### config.mk
export PLATFORM = sky130hd
export DESIGN_NAME = tpp_core
export DESIGN_NICKNAME = d
export VERILOG_FILES = /design/src/rtl/tpp_pkg.sv /design/src/rtl/tpp_regs.sv /design/src/rtl/tpp_prescale.sv /design/src/rtl/tpp_deadband.sv /design/src/rtl/tpp_irqdiv.sv /design/src/rtl/tpp_core.sv
export SDC_FILE = /design/constraint.sdc
export NUM_CORES = 1
export LEC_CHECK = 0
export BUFFER_PORTS_ARGS = -buffer_cell sky130_fd_sc_hd__buf_2
export CAP_MARGIN = 20
export CORE_MARGIN = 3
export CORE_UTILIZATION = 25
export DETAILED_ROUTE_END_ITERATION = 8
export PLACE_DENSITY_LB_ADDON = 0.3
export SYNTH_ARGS = -nofsm -noshare
export SYNTH_HDL_FRONTEND = slang
export SYNTH_SLANG_ARGS = --single-unit
export TNS_END_PERCENT = 100
### constraint.sdc
create_clock -name clk -period 4.2 [get_ports clk]
set_clock_uncertainty 0.1 [all_clocks]
set_input_delay 0.21 -clock clk [delete_from_list [all_inputs] [get_ports clk]]
set_output_delay 0.21 -clock clk [all_outputs]
set_load 0.1 [all_outputs]
### src/rtl/tpp_pkg.sv
package tpp_pkg;
  localparam int NPH = 3;
  localparam logic [1:0] A_CTRL  = 2'd0;
  localparam logic [1:0] A_DT    = 2'd1;
  localparam logic [1:0] A_PMASK = 2'd2;
  localparam logic [1:0] A_NMASK = 2'd3;

  typedef struct packed {
    logic [3:0] irq_n;
    logic       div2;
    logic       clk_sel;
    logic       saw;
    logic       act_low;
  } ctrl_t;
endpackage

### src/rtl/tpp_regs.sv
module tpp_regs
  import tpp_pkg::*;
#(
  parameter int DT_W = 8
) (
  input  logic            clk,
  input  logic            rst,
  input  logic            wr,
  input  logic [1:0]      addr,
  input  logic [7:0]      wdata,
  input  logic            uf,
  output ctrl_t           ctrl,
  output logic            ctrl_wr,
  output logic [DT_W-1:0] dt_eff,
  output logic [NPH-1:0]  pat_p,
  output logic [NPH-1:0]  pat_n
);
  logic [DT_W-1:0] dt_r;
  logic [NPH-1:0]  buf_p, buf_n;
  logic            full_p, full_n;
  logic            xfer;

  assign ctrl_wr = wr && (addr == A_CTRL);
  assign dt_eff  = (dt_r == '0) ? DT_W'(1) : dt_r;
  assign xfer    = uf && (ctrl.saw || (full_p && full_n));

  always_ff @(posedge clk) begin
    if (rst) begin
      ctrl   <= '0;
      dt_r   <= DT_W'(1);
      buf_p  <= '0;
      buf_n  <= '0;
      full_p <= 1'b0;
      full_n <= 1'b0;
      pat_p  <= '0;
      pat_n  <= '0;
    end else begin
      if (xfer) begin
        pat_p  <= buf_p;
        pat_n  <= buf_n;
        full_p <= 1'b0;
        full_n <= 1'b0;
      end
      if (wr) begin
        case (addr)
          A_CTRL:  ctrl <= ctrl_t'(wdata);
          A_DT:    dt_r <= DT_W'(wdata);
          A_PMASK: begin buf_p <= wdata[NPH-1:0]; full_p <= 1'b1; end
          default: begin buf_n <= wdata[NPH-1:0]; full_n <= 1'b1; end
        endcase
      end
    end
  end
endmodule

### src/rtl/tpp_prescale.sv
module tpp_prescale #(
  parameter int PW = 2
) (
  input  logic clk,
  input  logic rst,
  input  logic sel,
  input  logic div2,
  output logic tick
);
  logic [PW-1:0] cnt;

  always_ff @(posedge clk) begin
    if (rst) cnt <= '0;
    else     cnt <= cnt + 1'b1;
  end

  always_comb begin
    case ({sel, div2})
      2'b00:   tick = 1'b1;
      2'b11:   tick = &cnt[1:0];
      default: tick = cnt[0];
    endcase
  end
endmodule

### src/rtl/tpp_deadband.sv
module tpp_deadband #(
  parameter int DT_W = 8
) (
  input  logic            clk,
  input  logic            rst,
  input  logic            flt,
  input  logic            tick,
  input  logic [DT_W-1:0] dt,
  input  logic            pulse,
  input  logic            en_p,
  input  logic            en_n,
  output logic            act_p,
  output logic            act_n
);
  logic            s_q;
  logic [DT_W-1:0] cnt;
  logic            done;

  assign done = (cnt >= dt);

  always_ff @(posedge clk) begin
    if (rst) begin
      s_q <= 1'b0;
      cnt <= '0;
    end else begin
      s_q <= pulse;
      if (pulse != s_q)            cnt <= '0;
      else if (tick && (cnt < dt)) cnt <= cnt + 1'b1;
    end
  end

  always_ff @(posedge clk or posedge flt) begin
    if (flt) begin
      act_p <= 1'b0;
      act_n <= 1'b0;
    end else if (rst) begin
      act_p <= 1'b0;
      act_n <= 1'b0;
    end else begin
      act_p <= s_q & done & en_p;
      act_n <= ~s_q & done & en_n;
    end
  end
endmodule

### src/rtl/tpp_irqdiv.sv
module tpp_irqdiv #(
  parameter int IRQ_W = 4
) (
  input  logic             clk,
  input  logic             rst,
  input  logic             clr,
  input  logic             uf,
  input  logic [IRQ_W-1:0] n,
  output logic             irq
);
  logic [IRQ_W-1:0] cnt;

  always_ff @(posedge clk) begin
    if (rst || clr) begin
      cnt <= '0;
      irq <= 1'b0;
    end else begin
      irq <= 1'b0;
      if (uf && (n != '0)) begin
        if (cnt == n - 1'b1) begin
          cnt <= '0;
          irq <= 1'b1;
        end else begin
          cnt <= cnt + 1'b1;
        end
      end
    end
  end
endmodule

### src/rtl/tpp_core.sv
module tpp_core
  import tpp_pkg::*;
#(
  parameter int DT_W = 8
) (
  input  logic           clk,
  input  logic           rst,
  input  logic           flt_off,
  input  logic           carrier_uf,
  input  logic [NPH-1:0] pulse_in,
  input  logic [NPH-1:0] pulse_en,
  input  logic           cfg_wr,
  input  logic [1:0]     cfg_addr,
  input  logic [7:0]     cfg_wdata,
  output logic [NPH-1:0] out_p,
  output logic [NPH-1:0] out_n,
  output logic           irq
);
  ctrl_t           ctrl;
  logic            ctrl_wr;
  logic [DT_W-1:0] dt_eff;
  logic [NPH-1:0]  pat_p, pat_n;
  logic [NPH-1:0]  act_p, act_n;
  logic            tick;

  tpp_regs #(.DT_W(DT_W)) i_regs (
    .clk(clk), .rst(rst), .wr(cfg_wr), .addr(cfg_addr), .wdata(cfg_wdata),
    .uf(carrier_uf), .ctrl(ctrl), .ctrl_wr(ctrl_wr), .dt_eff(dt_eff),
    .pat_p(pat_p), .pat_n(pat_n)
  );

  tpp_prescale #(.PW(2)) i_pre (
    .clk(clk), .rst(rst), .sel(ctrl.clk_sel), .div2(ctrl.div2), .tick(tick)
  );

  for (genvar g = 0; g < NPH; g++) begin : g_ph
    tpp_deadband #(.DT_W(DT_W)) i_db (
      .clk(clk), .rst(rst), .flt(flt_off), .tick(tick), .dt(dt_eff),
      .pulse(pulse_in[g] & pulse_en[g]), .en_p(pat_p[g]), .en_n(pat_n[g]),
      .act_p(act_p[g]), .act_n(act_n[g])
    );
  end

  tpp_irqdiv #(.IRQ_W(4)) i_irq (
    .clk(clk), .rst(rst), .clr(ctrl_wr), .uf(carrier_uf), .n(ctrl.irq_n),
    .irq(irq)
  );

  assign out_p = act_p ^ {NPH{ctrl.act_low}};
  assign out_n = act_n ^ {NPH{ctrl.act_low}};
endmodule

==> flow_summary.toml, run 1 <==
[place]
gp_congestion = 0.807
port-buffer-count = 27
placed_area_mm2 = 0.00397
dp_cells = 615
place_worst_setup_slack_ps = 1670
dpl.hpwl_um = 6290

[timing]
finalMaxSlewViolations = 0
worst_hold_slack_ps = 30.6
tightest_slew_ps = 951
setup_viol = 0
slew_headroom_pct = 36.3
setup_tns_ps = 0
period_needed_ps = 2540
fmax_mhz = 394
rsz0062_at_grt = "false"
finalHoldViolations = 0
fin_ws_ps = 1660
fin_crit_sh_pct = 60.4

[run_status]
run_status = "complete, no violations"

[worst_setup_path]
rrSetupSlack_ps = 1660
crit_path_start_kind = "flop"
arrival_ps = 2700
path_buf_inv = 0
max_stage_delay_ps = 560
cpMostUsedCell = "a21oi_1"
crit_family = "compound AO/OA/AOI/OAI gates"
cp.required_ps = 4360
cp_max_fo = 13
critPathSlowestCell = "or4_1"
path_class = "flop to flop"
path_cells = "nor4_1 -> a41o_1 -> ha_1 -> nor2b_1 -> o211ai_1 -> a21oi_1 -> or4_1 -> a21oi_1"
cp-end-kind = "flop"

[synthesis]
syn_avg_cell_area_um2 = 8.68
synthTopCellsByArea = "dfxtp_1 35%, ha_1 11%, a21oi_1 5.6%, mux2i_1 5.2%, nor2_1 4.5%"
yosysWarnings = 0
async_flop_share_pct = 8.57
synth_nets = 475
synth_edf_count = 0
synth_top_area_share_pct = 35.0
ys_ff_latch = 70
synth_top_area_cell = "dfxtp_1"
ys_top_cells_by_count = "64 x dfxtp_1, 44 x nor2_1, 41 x a21oi_1"
synth-main-ff-cell = "dfxtp_1"
yosysMostFrequentCell = "dfxtp_1"
synthCells = 422
synth_area_mm2 = 0.00366
ys_seq_area_share_pct = 39.1
ys_types = 48

[floorplan]
die_y_um = 127
die_width_um = 127
coreArea_mm2 = 0.0141
initial_utilization_pct = 26.0
rows = 43
die-area_mm2 = 0.0161
io_pins = 28

[detailed_routing]
antenna_left = 0
wire_per_inst_um = 13.4
routed_wl_um = 8500
vias = 3032
drc = 0
via_per_inst = 4.79
drt_iter0_markers = 78
dr.pass1.iters = 4

[power]
internal_power_mw = 1.37
power.density_mw_per_mm2 = 424
p_seq_share_pct = 38.5
swShare_pct = 25.7
clkPwrFrac_pct = 49.0
comb_power_share_pct = 12.5
ir_drop_v = 0.000196
leakagePower_nw = 1.81
switchingPower_mw = 0.473

[global_route]
overflow = 0
grt_pass1_wl_um = 14700
grtUsageTotal_pct = 11.3
first_global_vias = 3042
antenna_found_initial = 0
grt_max_degree = 28

[cells_and_area]
drive_gt1_share_pct = 11.9
layout-area-overhead-vs-synth_pct = 18.5
final_cells = 633
diodes = 0
finalInstanceArea_mm2 = 0.00434
nets = 501

[job]
cap_violations = 0

[clock_tree]
cts_root_buf = "clkbuf_16"
clk_path_buf_depth = 2
holdBufCountCts = 2
cts_resized = 0
cts_buffers = 9
htree_levels = 3
tritoncts = "built"
cts_sinks = 70
post_cts_buffers = 0
clkLatencyLatePin_ps = 340
path_clk_slew_ps = 60

[worst_hold_path]
hp-class = "input port to flop"
-- power by group through the flow --
stage	Clock, mW	Sequential, mW	Combinational, mW
floorplan	0	0.715	0.178
global placement	0	0.721	0.223
detailed placement	0	0.723	0.230
CTS	0.919	0.708	0.233
global route	0.953	0.712	0.265
finish	0.902	0.708	0.231
-- worst min-delay path: cells and delay by family --
family / cells / cell delay (ps)
AOI/OAI and AO/OA: 1 / 50
and+or+nand+nor: 1 / 50
buffers and inverters: 1 / 110
-- cells in the final DEF (no fill, tap or decap), drive strengths merged, types with 4 or more instances in the layout --
master  netlist  routed
a21o          5       5
o21ai        15      15
nand3        14      14
or3           8       8
xnor2         6       6
xor2         11      11
buf           5      28
dfrtp         6       6
nor2b         4       4
o31ai         8       8
or4          11      11
nor3          6       6
a21oi        41      41
nand2        38      38
clkbuf       10      10
inv          19      21
nor2         44      44
a21boi        6       6
or2           5       5
dfxtp        64      64
nand4        15      15
ha           32      32
mux2i        19      19
-- worst paths after layout --
check	from	to	cells past startpoint
min reg2reg	i_regs.pat_p[2]	g_ph[2].i_db.act_p	2
max in group asynchronous	flt_off	g_ph[0].i_db.act_n	3
min	cfg_wdata[6]	i_regs.dt_r[6]	3
max reg2reg	i_regs.dt_r[3]	g_ph[0].i_db.cnt[7]	8
min in group asynchronous	flt_off	g_ph[1].i_db.act_p	3
max	i_regs.dt_r[3]	g_ph[0].i_db.cnt[7]	8
-- through the flow --
step	utilization [%]	total power, mW
after floorplan	-	0.893
after global placement	28.1	0.945
after detailed placement	28.1	0.953
after CTS	30.8	1.86
after global routing	30.8	1.93
final	30.8	1.84
-- kinds of logic after synthesis --
kind of cell,after synthesis,synth area share (%)
adders and majority gates,32,10.9
and+or+nand+nor,163,22.7
buffers and inverters,34,3.72
xor gates and xnor gates,17,4.06
DFF,70,39.1
AOI/OAI and AO/OA,87,14.3
muxes,19,5.19
-- cell type report --
| type | instances | area [um2] |
|---|---|---|
| Fill cell | 1485 | 9750 |
| Multi-Input combinational cell | 318 | 2100 |
| Sequential cell | 70 | 1430 |
| Clock buffer | 10 | 239 |
| Tap cell | 180 | 225 |
| Timing Repair Buffer | 30 | 163 |
| Clock inverter | 6 | 116 |
| Inverter | 19 | 71.3 |
-- flip-flops by register name, summed over array words and instances (netlist names) --
name             count
g_ph.i_db.act_n      3
g_ph.i_db.act_p      3
g_ph.i_db.cnt       24
g_ph.i_db.s_q        3
i_irq.cnt            4
i_irq.irq            1
i_pre.cnt            2
i_regs.buf_n         3
i_regs.buf_p         3
i_regs.ctrl          8
i_regs.dt_r          8
i_regs.full_n        1
i_regs.full_p        1
i_regs.pat_n         3
i_regs.pat_p         3
-- per-layer routing --
metal  global-route usage, %  part of all wire [%]
met5                       0                     0
met4                    5.17                   2.5
met3                    2.68                   3.2
met2                    18.3                    47
met1                    14.2                    47
(Power assumes the default switching activity.)
==> run 2: changes to the inputs <==
clock period = 2.25 ns   (was 4.2 ns; I/O delays follow)
==> run 2 against run 1 <==
- the flow now finishes with violations (setup timing)
- core utilization is 3.9 points higher
- count of clock-buffer cells in the layout increased by 3
- worst setup slack lost 1700 ps
- total power is 89% higher
- via count increased by 7.1%
- clock power increased by 70%
==> flow_summary.toml, run 2 (synthesized netlist as in run 1, its figures left out) <==
[timing]
finalMaxSlewViolations = 0
fin_crit_sh_pct = 102
setup_viol = 5
period_needed_ps = 2300
slew_headroom_pct = 63.6
rsz0062_at_grt = "true"
fmax_mhz = 435
worst_hold_slack_ps = 27.6
finalHoldViolations = 0
setup_tns_ps = -179
tightest_slew_ps = 543
fin_ws_ps = -50.6

[floorplan]
die_width_um = 127
initial_utilization_pct = 26.0
die-area_mm2 = 0.0161
io_pins = 28
die_y_um = 127
coreArea_mm2 = 0.0141
rows = 43

[place]
port-buffer-count = 27
dp_cells = 635
gp_congestion = 0.848
dpl.hpwl_um = 6460

[clock_tree]
cts_buffers = 9
tritoncts = "built"
cts_sinks = 70
clkLatencyLatePin_ps = 330
cts_root_buf = "clkbuf_16"
htree_levels = 3
path_clk_slew_ps = 60
clk_path_buf_depth = 2

[global_route]
overflow = 0
grt_max_degree = 24
antenna_found_initial = 0
grt_pass1_wl_um = 15100
grtUsageTotal_pct = 11.6
first_global_vias = 3201

[cells_and_area]
regMostFlops = "g_ph.i_db.cnt"
largest_reg_flops = 24
nets = 545
drive_gt1_share_pct = 24.9
diodes = 0
layout-area-overhead-vs-synth_pct = 33.5
top_regs = "g_ph.i_db.cnt x24, i_regs.ctrl x8, i_regs.dt_r x8"
mostFrequentLayoutCells = "60 x dfxtp_1, 42 x nor2_1, 38 x nand2_1"
final_cells = 677
layout_commonest_cell = "dfxtp_1"

[power]
power.density_mw_per_mm2 = 711
ir_drop_v = 0.000406
leakagePower_nw = 2.03

[worst_setup_path]
timing.rr.end = "g_ph[1].i_db.cnt[7]"
timing.rr.start = "i_regs.dt_r[5]"
r2r_cells = 8
cp_max_fo = 8
cp-end-kind = "flop"
crit_end = "g_ph[1].i_db.cnt[7]"
crit_path_start_kind = "flop"
path_class = "flop to flop"
critical_path.startpoint = "i_regs.dt_r[5]"
arrival_ps = 2470
rrSetupSlack_ps = -50
cp.required_ps = 2410

[detailed_routing]
drc = 0
drt_iter0_markers = 92
routed_wl_um = 9170
antenna_left = 0
dr.pass1.iters = 4
wire_per_inst_um = 13.5
vias = 3246
via_per_inst = 4.79

[run_status]
run_status = "finished with violations"
violations = "setup timing"

[job]
cap_violations = 0

[worst_hold_path]
hp-class = "input port to flop"
==> run 2: area by class of cell <==
type                       instances  area, um2
clock buffer                      13        250
clock inverter                     3       68.8
fill                            1446       9200
inverter                          19       73.8
multi-input combinational        319       2310
sequential                        70       1440
tap                              180        225
timing repair buffer              73        522
==> run 2: power by group <==
part	switching (mW)	internal, mW
registers	0.0400	1.28
clock network	0.522	1.00
logic	0.346	0.285
total	0.908	2.57
==> run 2: worst min-delay path by stage <==
stage | start | depth (start not counted) | to
after global routing | rst | 2 | g_ph[0].i_db.s_q
final | rst | 2 | g_ph[0].i_db.s_q
after global placement | flt_off | 2 | g_ph[2].i_db.act_p
after CTS | rst | 2 | g_ph[0].i_db.s_q
after floorplan | flt_off | 1 | g_ph[0].i_db.act_n
after detailed placement | flt_off | 2 | g_ph[2].i_db.act_p
==> run 2: repair_timing <==
item,CTS,global route
hold buffers,15,0
setup endpoints to repair,18,25
setup buffers,1,9
pin swaps,7,33
gates cloned,0,1
gates resized for setup,14,49
hold endpoints to repair,27,0
==> run 2: worst max-delay path, cell delays in order, from the launching register on <==
cell,delay [ps]
dfxtp_4,360
nor4_4,260
a41o_1,280
ha_1,170
nor2b_1,50
o211ai_2,250
a21oi_4,120
or4_4,530
a21boi_2,120
==> run 2: per-layer routing <==
layer	global-route usage, %	vias up	wire length, um
met5	0	-	0
met4	4.73	0	201
met3	2.88	16	230
met2	19.1	52	4390
met1	14.4	1525	4340
li1	-	1653	-
==> run 2: per-stage QoR <==
step / instance area (um2) / power (mW) / setup WS, ps / util, %
CTS: 4640 / 3.42 / -21.5 / 32.9
floorplan: 3660 / 1.67 / -20.8 / -
finish: 4890 / 3.48 / -50.6 / 34.7
global placement: 4120 / 1.82 / -57.8 / 29.2
global route: 4890 / 3.65 / -142 / 34.7
detailed placement: 4120 / 1.83 / -142 / 29.2
